[config.mk]
export PLATFORM = sky130hd
export DESIGN_NAME = sei_top
export DESIGN_NICKNAME = d
export VERILOG_FILES = /design/src/rtl/sei_pkg.sv /design/src/rtl/sei_cfg_shadow.sv /design/src/rtl/sei_line_tracker.sv /design/src/rtl/sei_event_status.sv /design/src/rtl/sei_top.sv
export SDC_FILE = /design/constraint.sdc
export NUM_CORES = 1
export LEC_CHECK = 0
export BUFFER_PORTS_ARGS = -buffer_cell sky130_fd_sc_hd__buf_2
export CAP_MARGIN = 5
export CORE_ASPECT_RATIO = 0.75
export CORE_UTILIZATION = 45
export CTS_CLUSTER_DIAMETER = 100
export DETAILED_ROUTE_END_ITERATION = 10
export PLACE_DENSITY = 0.68
export SYNTH_ARGS = -nofsm -noshare
export SYNTH_HDL_FRONTEND = slang
export SYNTH_HIERARCHICAL = 1
export SYNTH_SLANG_ARGS = --single-unit
[constraint.sdc]
create_clock -name clk -period 3.8 [get_ports clk]
set_input_delay 0.38 -clock clk [delete_from_list [all_inputs] [get_ports clk]]
set_output_delay 0.38 -clock clk [all_outputs]
set_load 0.05 [all_outputs]
[src/rtl/sei_pkg.sv]
package sei_pkg;
   localparam int NUM_EV = 6;

   typedef enum int {
      EV_REGUPD = 0,
      EV_SOF    = 1,
      EV_EOF    = 2,
      EV_ABN    = 3,
      EV_UDF    = 4,
      EV_TGT    = 5
   } ev_idx_e;

   localparam logic [7:0] OFF_EN     = 8'h00;
   localparam logic [7:0] OFF_PEND   = 8'h04;
   localparam logic [7:0] OFF_CTRL   = 8'h10;
   localparam logic [7:0] OFF_WIDTH  = 8'h14;
   localparam logic [7:0] OFF_HEIGHT = 8'h18;
   localparam logic [7:0] OFF_TARGET = 8'h1C;
endpackage

[src/rtl/sei_cfg_shadow.sv]
module sei_cfg_shadow #(
   parameter int W_W = 12,
   parameter int H_W = 20
) (
   input  logic           clk,
   input  logic           rst_n,
   input  logic           wr_w,
   input  logic           wr_h,
   input  logic           wr_t,
   input  logic [W_W-1:0] wd_w,
   input  logic [H_W-1:0] wd_h,
   input  logic           apply,
   output logic [W_W-1:0] sh_w,
   output logic [H_W-1:0] sh_h,
   output logic [H_W-1:0] sh_t,
   output logic [H_W-1:0] act_h,
   output logic [H_W-1:0] act_t,
   output logic           dirty
);
   always_ff @(posedge clk or negedge rst_n) begin
      if (!rst_n) begin
         sh_w  <= '0;
         sh_h  <= '0;
         sh_t  <= '0;
         act_h <= '0;
         act_t <= '0;
         dirty <= 1'b0;
      end else begin
         if (wr_w) sh_w <= wd_w;
         if (wr_h) sh_h <= wd_h;
         if (wr_t) sh_t <= wd_h;
         if (apply) begin
            act_h <= sh_h;
            act_t <= sh_t;
         end
         if (wr_w || wr_h || wr_t) dirty <= 1'b1;
         else if (apply)           dirty <= 1'b0;
      end
   end
endmodule

[src/rtl/sei_line_tracker.sv]
module sei_line_tracker
   import sei_pkg::*;
#(
   parameter int H_W = 20,
   parameter int N_EV = NUM_EV
) (
   input  logic            clk,
   input  logic            rst_n,
   input  logic            run,
   input  logic            sof,
   input  logic            line_done,
   input  logic            underflow,
   input  logic            dirty,
   input  logic [H_W-1:0]  act_h,
   input  logic [H_W-1:0]  act_t,
   output logic            sof_go,
   output logic [N_EV-1:0] hw_set,
   output logic            active,
   output logic [H_W-1:0]  line_cnt
);
   logic           line_go;
   logic [H_W-1:0] cnt_nx;
   logic           hit_end;

   assign sof_go  = sof & run;
   assign line_go = line_done & run & active & ~sof;
   assign cnt_nx  = line_cnt + 1'b1;
   assign hit_end = line_go && (cnt_nx == act_h);

   always_comb begin
      hw_set            = '0;
      hw_set[EV_REGUPD] = sof_go & dirty;
      hw_set[EV_SOF]    = sof_go;
      hw_set[EV_ABN]    = sof_go & active;
      hw_set[EV_EOF]    = hit_end;
      hw_set[EV_TGT]    = line_go && (cnt_nx == act_t);
      hw_set[EV_UDF]    = underflow & run;
   end

   always_ff @(posedge clk or negedge rst_n) begin
      if (!rst_n) begin
         line_cnt <= '0;
         active   <= 1'b0;
      end else if (!run) begin
         active   <= 1'b0;
      end else if (sof_go) begin
         line_cnt <= '0;
         active   <= 1'b1;
      end else if (line_go) begin
         line_cnt <= cnt_nx;
         if (hit_end) active <= 1'b0;
      end
   end
endmodule

[src/rtl/sei_event_status.sv]
module sei_event_status #(
   parameter int N_EV    = 6,
   parameter bit IRQ_REG = 1'b0
) (
   input  logic            clk,
   input  logic            rst_n,
   input  logic            wr_en,
   input  logic            wr_pend,
   input  logic [N_EV-1:0] wd,
   input  logic [N_EV-1:0] hw_set,
   output logic [N_EV-1:0] en_q,
   output logic [N_EV-1:0] pend_q,
   output logic            irq
);
   always_ff @(posedge clk or negedge rst_n) begin
      if (!rst_n) begin
         en_q   <= '0;
         pend_q <= '0;
      end else begin
         if (wr_en) en_q <= wd;
         pend_q <= (wr_pend ? (pend_q & wd) : pend_q) | hw_set;
      end
   end

   generate
      if (IRQ_REG) begin : g_irq_ff
         always_ff @(posedge clk or negedge rst_n) begin
            if (!rst_n) irq <= 1'b0;
            else        irq <= |(pend_q & en_q);
         end
      end else begin : g_irq_comb
         assign irq = |(pend_q & en_q);
      end
   endgenerate
endmodule

[src/rtl/sei_top.sv]
module sei_top
   import sei_pkg::*;
#(
   parameter int ADDR_W  = 8,
   parameter int DATA_W  = 32,
   parameter int W_W     = 12,
   parameter int H_W     = 20,
   parameter bit IRQ_REG = 1'b0
) (
   input  logic              clk,
   input  logic              rst_n,
   input  logic              reg_wr,
   input  logic [ADDR_W-1:0] reg_addr,
   input  logic [DATA_W-1:0] reg_wdata,
   output logic [DATA_W-1:0] reg_rdata,
   input  logic              frame_start,
   input  logic              line_done,
   input  logic              fifo_underflow,
   output logic              irq
);
   localparam int N_EV = NUM_EV;

   generate
      if (DATA_W < H_W || DATA_W < W_W || DATA_W < N_EV) begin : g_bad_data
         $error("sei_top: DATA_W too narrow for register fields");
      end
      if (ADDR_W < 5) begin : g_bad_addr
         $error("sei_top: ADDR_W cannot reach all offsets");
      end
   endgenerate

   logic              run_q;
   logic              wr_en_s, wr_pend_s, wr_ctrl_s, wr_w_s, wr_h_s, wr_t_s;
   logic [W_W-1:0]    sh_w;
   logic [H_W-1:0]    sh_h, sh_t, act_h, act_t, line_cnt;
   logic              dirty, active, sof_go;
   logic [N_EV-1:0]   hw_set, en_q, pend_q;

   assign wr_en_s   = reg_wr && (reg_addr == ADDR_W'(OFF_EN));
   assign wr_pend_s = reg_wr && (reg_addr == ADDR_W'(OFF_PEND));
   assign wr_ctrl_s = reg_wr && (reg_addr == ADDR_W'(OFF_CTRL));
   assign wr_w_s    = reg_wr && (reg_addr == ADDR_W'(OFF_WIDTH));
   assign wr_h_s    = reg_wr && (reg_addr == ADDR_W'(OFF_HEIGHT));
   assign wr_t_s    = reg_wr && (reg_addr == ADDR_W'(OFF_TARGET));

   always_ff @(posedge clk or negedge rst_n) begin
      if (!rst_n)         run_q <= 1'b0;
      else if (wr_ctrl_s) run_q <= reg_wdata[0];
   end

   sei_cfg_shadow #(.W_W(W_W), .H_W(H_W)) u_cfg (
      .clk   (clk),
      .rst_n (rst_n),
      .wr_w  (wr_w_s),
      .wr_h  (wr_h_s),
      .wr_t  (wr_t_s),
      .wd_w  (reg_wdata[W_W-1:0]),
      .wd_h  (reg_wdata[H_W-1:0]),
      .apply (sof_go),
      .sh_w  (sh_w),
      .sh_h  (sh_h),
      .sh_t  (sh_t),
      .act_h (act_h),
      .act_t (act_t),
      .dirty (dirty)
   );

   sei_line_tracker #(.H_W(H_W), .N_EV(N_EV)) u_trk (
      .clk       (clk),
      .rst_n     (rst_n),
      .run       (run_q),
      .sof       (frame_start),
      .line_done (line_done),
      .underflow (fifo_underflow),
      .dirty     (dirty),
      .act_h     (act_h),
      .act_t     (act_t),
      .sof_go    (sof_go),
      .hw_set    (hw_set),
      .active    (active),
      .line_cnt  (line_cnt)
   );

   sei_event_status #(.N_EV(N_EV), .IRQ_REG(IRQ_REG)) u_st (
      .clk     (clk),
      .rst_n   (rst_n),
      .wr_en   (wr_en_s),
      .wr_pend (wr_pend_s),
      .wd      (reg_wdata[N_EV-1:0]),
      .hw_set  (hw_set),
      .en_q    (en_q),
      .pend_q  (pend_q),
      .irq     (irq)
   );

   always_comb begin
      reg_rdata = '0;
      case (reg_addr)
         ADDR_W'(OFF_EN):     reg_rdata = DATA_W'(en_q);
         ADDR_W'(OFF_PEND):   reg_rdata = DATA_W'(pend_q);
         ADDR_W'(OFF_CTRL):   reg_rdata = DATA_W'(run_q);
         ADDR_W'(OFF_WIDTH):  reg_rdata = DATA_W'(sh_w);
         ADDR_W'(OFF_HEIGHT): reg_rdata = DATA_W'(sh_h);
         ADDR_W'(OFF_TARGET): reg_rdata = DATA_W'(sh_t);
         default:             reg_rdata = '0;
      endcase
   end
endmodule

==> results.json <==
{
  "wirelength_um": 18900,
  "ys_types": 80,
  "finalNetCount": 762,
  "grt_first_pass_wirelength_um": 30600,
  "min_period_ns": 3.30,
  "drc": 0,
  "vias": 5633,
  "powerDensity_mw_per_mm2": 410,
  "synth_common_cells": "dfrtp_1, mux2_2, mux2_4",
  "setup_violations": 0,
  "fillerInstances": 1463,
  "synth_top_cell_area_share": 0.421,
  "clk_pin_slew_ns": 0.06,
  "reg2reg_to": "u_st/pend_q[2]",
  "cts_tree": "built",
  "dpl.hpwl_um": 13300,
  "grt_usage": 0.235,
  "numCtsBuffers": 17,
  "grt_setup_unrepaired": "false",
  "insertion_delay_ns": 0.42,
  "path_class": "flop to flop",
  "tightest_slew_ns": 0.958,
  "slew_violations": 0,
  "cap_viol_max_count": 0,
  "synth.avg_cell_area_um2": 11.2,
  "synth.cell_area_mm2": 0.00755,
  "clock-root-buffer": "clkbuf_16",
  "outcome": "complete, no violations",
  "start_util": 0.466,
  "core_mm2": 0.0162,
  "cts_resized": 0,
  "leakagePower_nw": 3.86,
  "htree_levels": 4,
  "synth-edff-count": 0,
  "seqCellArea_mm2": 0.00318,
  "required_ns": 4.15,
  "placement.io_buffers": 54,
  "multi_input_area_mm2": 0.00397,
  "finalCritPeriodShare": 0.867,
  "cts_sinks": 127,
  "setup_tns_ns": 0,
  "reg2reg_slack_ns": 0.50,
  "num_antenna_cells": 0,
  "antenna_left": 0,
  "cts_hold_buf": 0,
  "syn_inst": 675,
  "arrival_ns": 3.65,
  "syn2layout_area_growth_pct": 11.7,
  "io_pins": 79,
  "wl_per_cell_um": 20.2,
  "yosys-top-cells-area": "dfrtp_1, mux2_4, mux2_2",
  "grt_max_degree": 71,
  "yosys_warnings": 6,
  "max_clock_freq_mhz": 303,
  "final_layout_size_suffix_gt1_frac": 0.301,
  "synth_top_cell_by_area": "dfrtp_1",
  "antenna_found_initial": 1,
  "r2r_start": "u_trk/line_cnt[0]",
  "gr-total-overflow": 0,
  "preCtsSetupSlack_ns": 0.592,
  "drtIter0Drc": 547,
  "grt_pass1_vias": 5468,
  "ys_ff_latch": 127,
  "placementRows": 40,
  "synth_most_common_cell": "dfrtp_1",
  "vdd_drop_max_mv": 0.405,
  "layout_setup_ws_ns": 0.505,
  "hold_viol_final": 0,
  "async_flop_share": 1.00,
  "cts_setup_buffers": 0,
  "fin_skew_ns": 0.0121,
  "drt-pass1-iter-count": 5,
  "cts.path.max_buffers": 2,
  "endpoint_kind": "flop",
  "cp-start-kind": "flop",
  "place_congestion": 0.947,
  "ys_seq_area_frac": 0.421,
  "max_slew_margin": 0.357,
  "die_x_um": 152,
  "dieArea_mm2": 0.0173,
  "rr_worst_depth": 8,
  "min_path_type": "input port to asynchronous set/reset pin",
  "synth_top_flop_cell": "dfrtp_1",
  "dieHeight_um": 114,
  "vias_per_cell": 6.02,
  "cp_max_fo": 12
}
[state kept, by name (all words and copies together) (netlist names)]
| signal | flops |
|---|---|
| u_cfg/act_h | 20 |
| run_q | 1 |
| u_st/en_q | 6 |
| u_st/pend_q | 6 |
| u_cfg/dirty | 1 |
| u_trk/active | 1 |
| u_cfg/sh_w | 12 |
| u_cfg/sh_t | 20 |
| u_trk/line_cnt | 20 |
| u_cfg/act_t | 20 |
| u_cfg/sh_h | 20 |
[report_power, final]
group	switching, W	total, W	leakage [nW]	internal (W)
registers	0.0000667	0.00149	1.75	0.00142
clock network	0.000602	0.00166	0.284	0.00106
logic	0.000174	0.000316	1.83	0.000142
total	0.000843	0.00346	3.86	0.00262
[worst max-delay path: stages (launching register included)]
cell and delay (ns):
dfrtp_1 0.50, ha_1 0.40, nand3_2 0.33, or4_1 0.69, a311oi_1 0.29, nor3_1 0.11, or4_1 0.53, nor4_2 0.26
a21o_1 0.12
[worst max path at each step]
| stage | from | slack, ns | cells past startpoint | to |
|---|---|---|---|---|
| floorplan | reg_addr[5] | 1.15 | 4 | reg_rdata[0] |
| global placement | u_trk/line_cnt[0] | 0.63 | 8 | u_st/pend_q[2] |
| detailed placement | u_trk/line_cnt[0] | 0.59 | 8 | u_st/pend_q[2] |
| CTS | u_trk/line_cnt[0] | 0.56 | 8 | u_st/pend_q[2] |
| global route | u_trk/line_cnt[0] | 0.39 | 8 | u_st/pend_q[2] |
| finish | u_trk/line_cnt[0] | 0.50 | 8 | u_st/pend_q[2] |
[cells by family (layout without fill, tap and decap cells)]
logic type,count (synthesis),in the layout,share of synthesized area
AO/OA/AOI/OAI,126,126,0.113
XOR/XNOR,44,44,0.0530
adder cells (fa/ha/maj),3,3,0.00431
buffers and inverters,70,109,0.0605
flip-flops,127,127,0.421
multiplexers,124,124,0.205
other,1,12,0.000496
AND/OR/NAND/NOR,180,180,0.143
[per-layer routing]
| layer | global-route usage | routed length (µm) | vias up |
|---|---|---|---|
| met1 | 0.357 | 9100 | 2856 |
| met4 | 0.0759 | 306 | 2 |
| met3 | 0.0422 | 1210 | 29 |
| li1 | - | - | 2541 |
| met5 | 0 | 13 | - |
| met2 | 0.336 | 8230 | 205 |
[final cells by class]
class / count / share of cell area
repair buffers: 69 / 0.0471
clock inverters: 9 / 0.0162
multi-input cells: 489 / 0.470
inverters: 11 / 0.00489
clock buffers: 20 / 0.0541
flip-flops and latches: 127 / 0.376
well taps: 210 / 0.0311
[per-stage QoR]
stage	instance area [µm²]	instances	power, W	utilization	hold WS [ns]
2_1_floorplan	7600	686	0.00172	-	0.0844
3_3_place_gp	7850	906	0.00181	0.484	0.484
3_5_place_dp	7850	906	0.00182	0.484	0.494
4_1_cts	8440	935	0.00348	0.521	0.0586
5_1_grt	8440	935	0.00359	0.521	0.0799
6_report	8440	935	0.00346	0.521	0.0205
[cells in the final DEF (no fill, tap or decap), types with 17 or more instances in the layout]
| cell | synthesis | layout |
|---|---|---|
| dfrtp_1 | 127 | 127 |
| mux2_2 | 55 | 55 |
| buf_2 | 6 | 53 |
| mux2_4 | 45 | 45 |
| o21ai_0 | 35 | 35 |
| xnor2_1 | 32 | 32 |
| nand2_1 | 31 | 31 |
| nor2_1 | 29 | 28 |
| mux2i_1 | 23 | 23 |
| nand3_1 | 17 | 17 |
| clkbuf_16 | 0 | 17 |
| a21oi_1 | 17 | 17 |
Power figures use the tool's default switching activity.
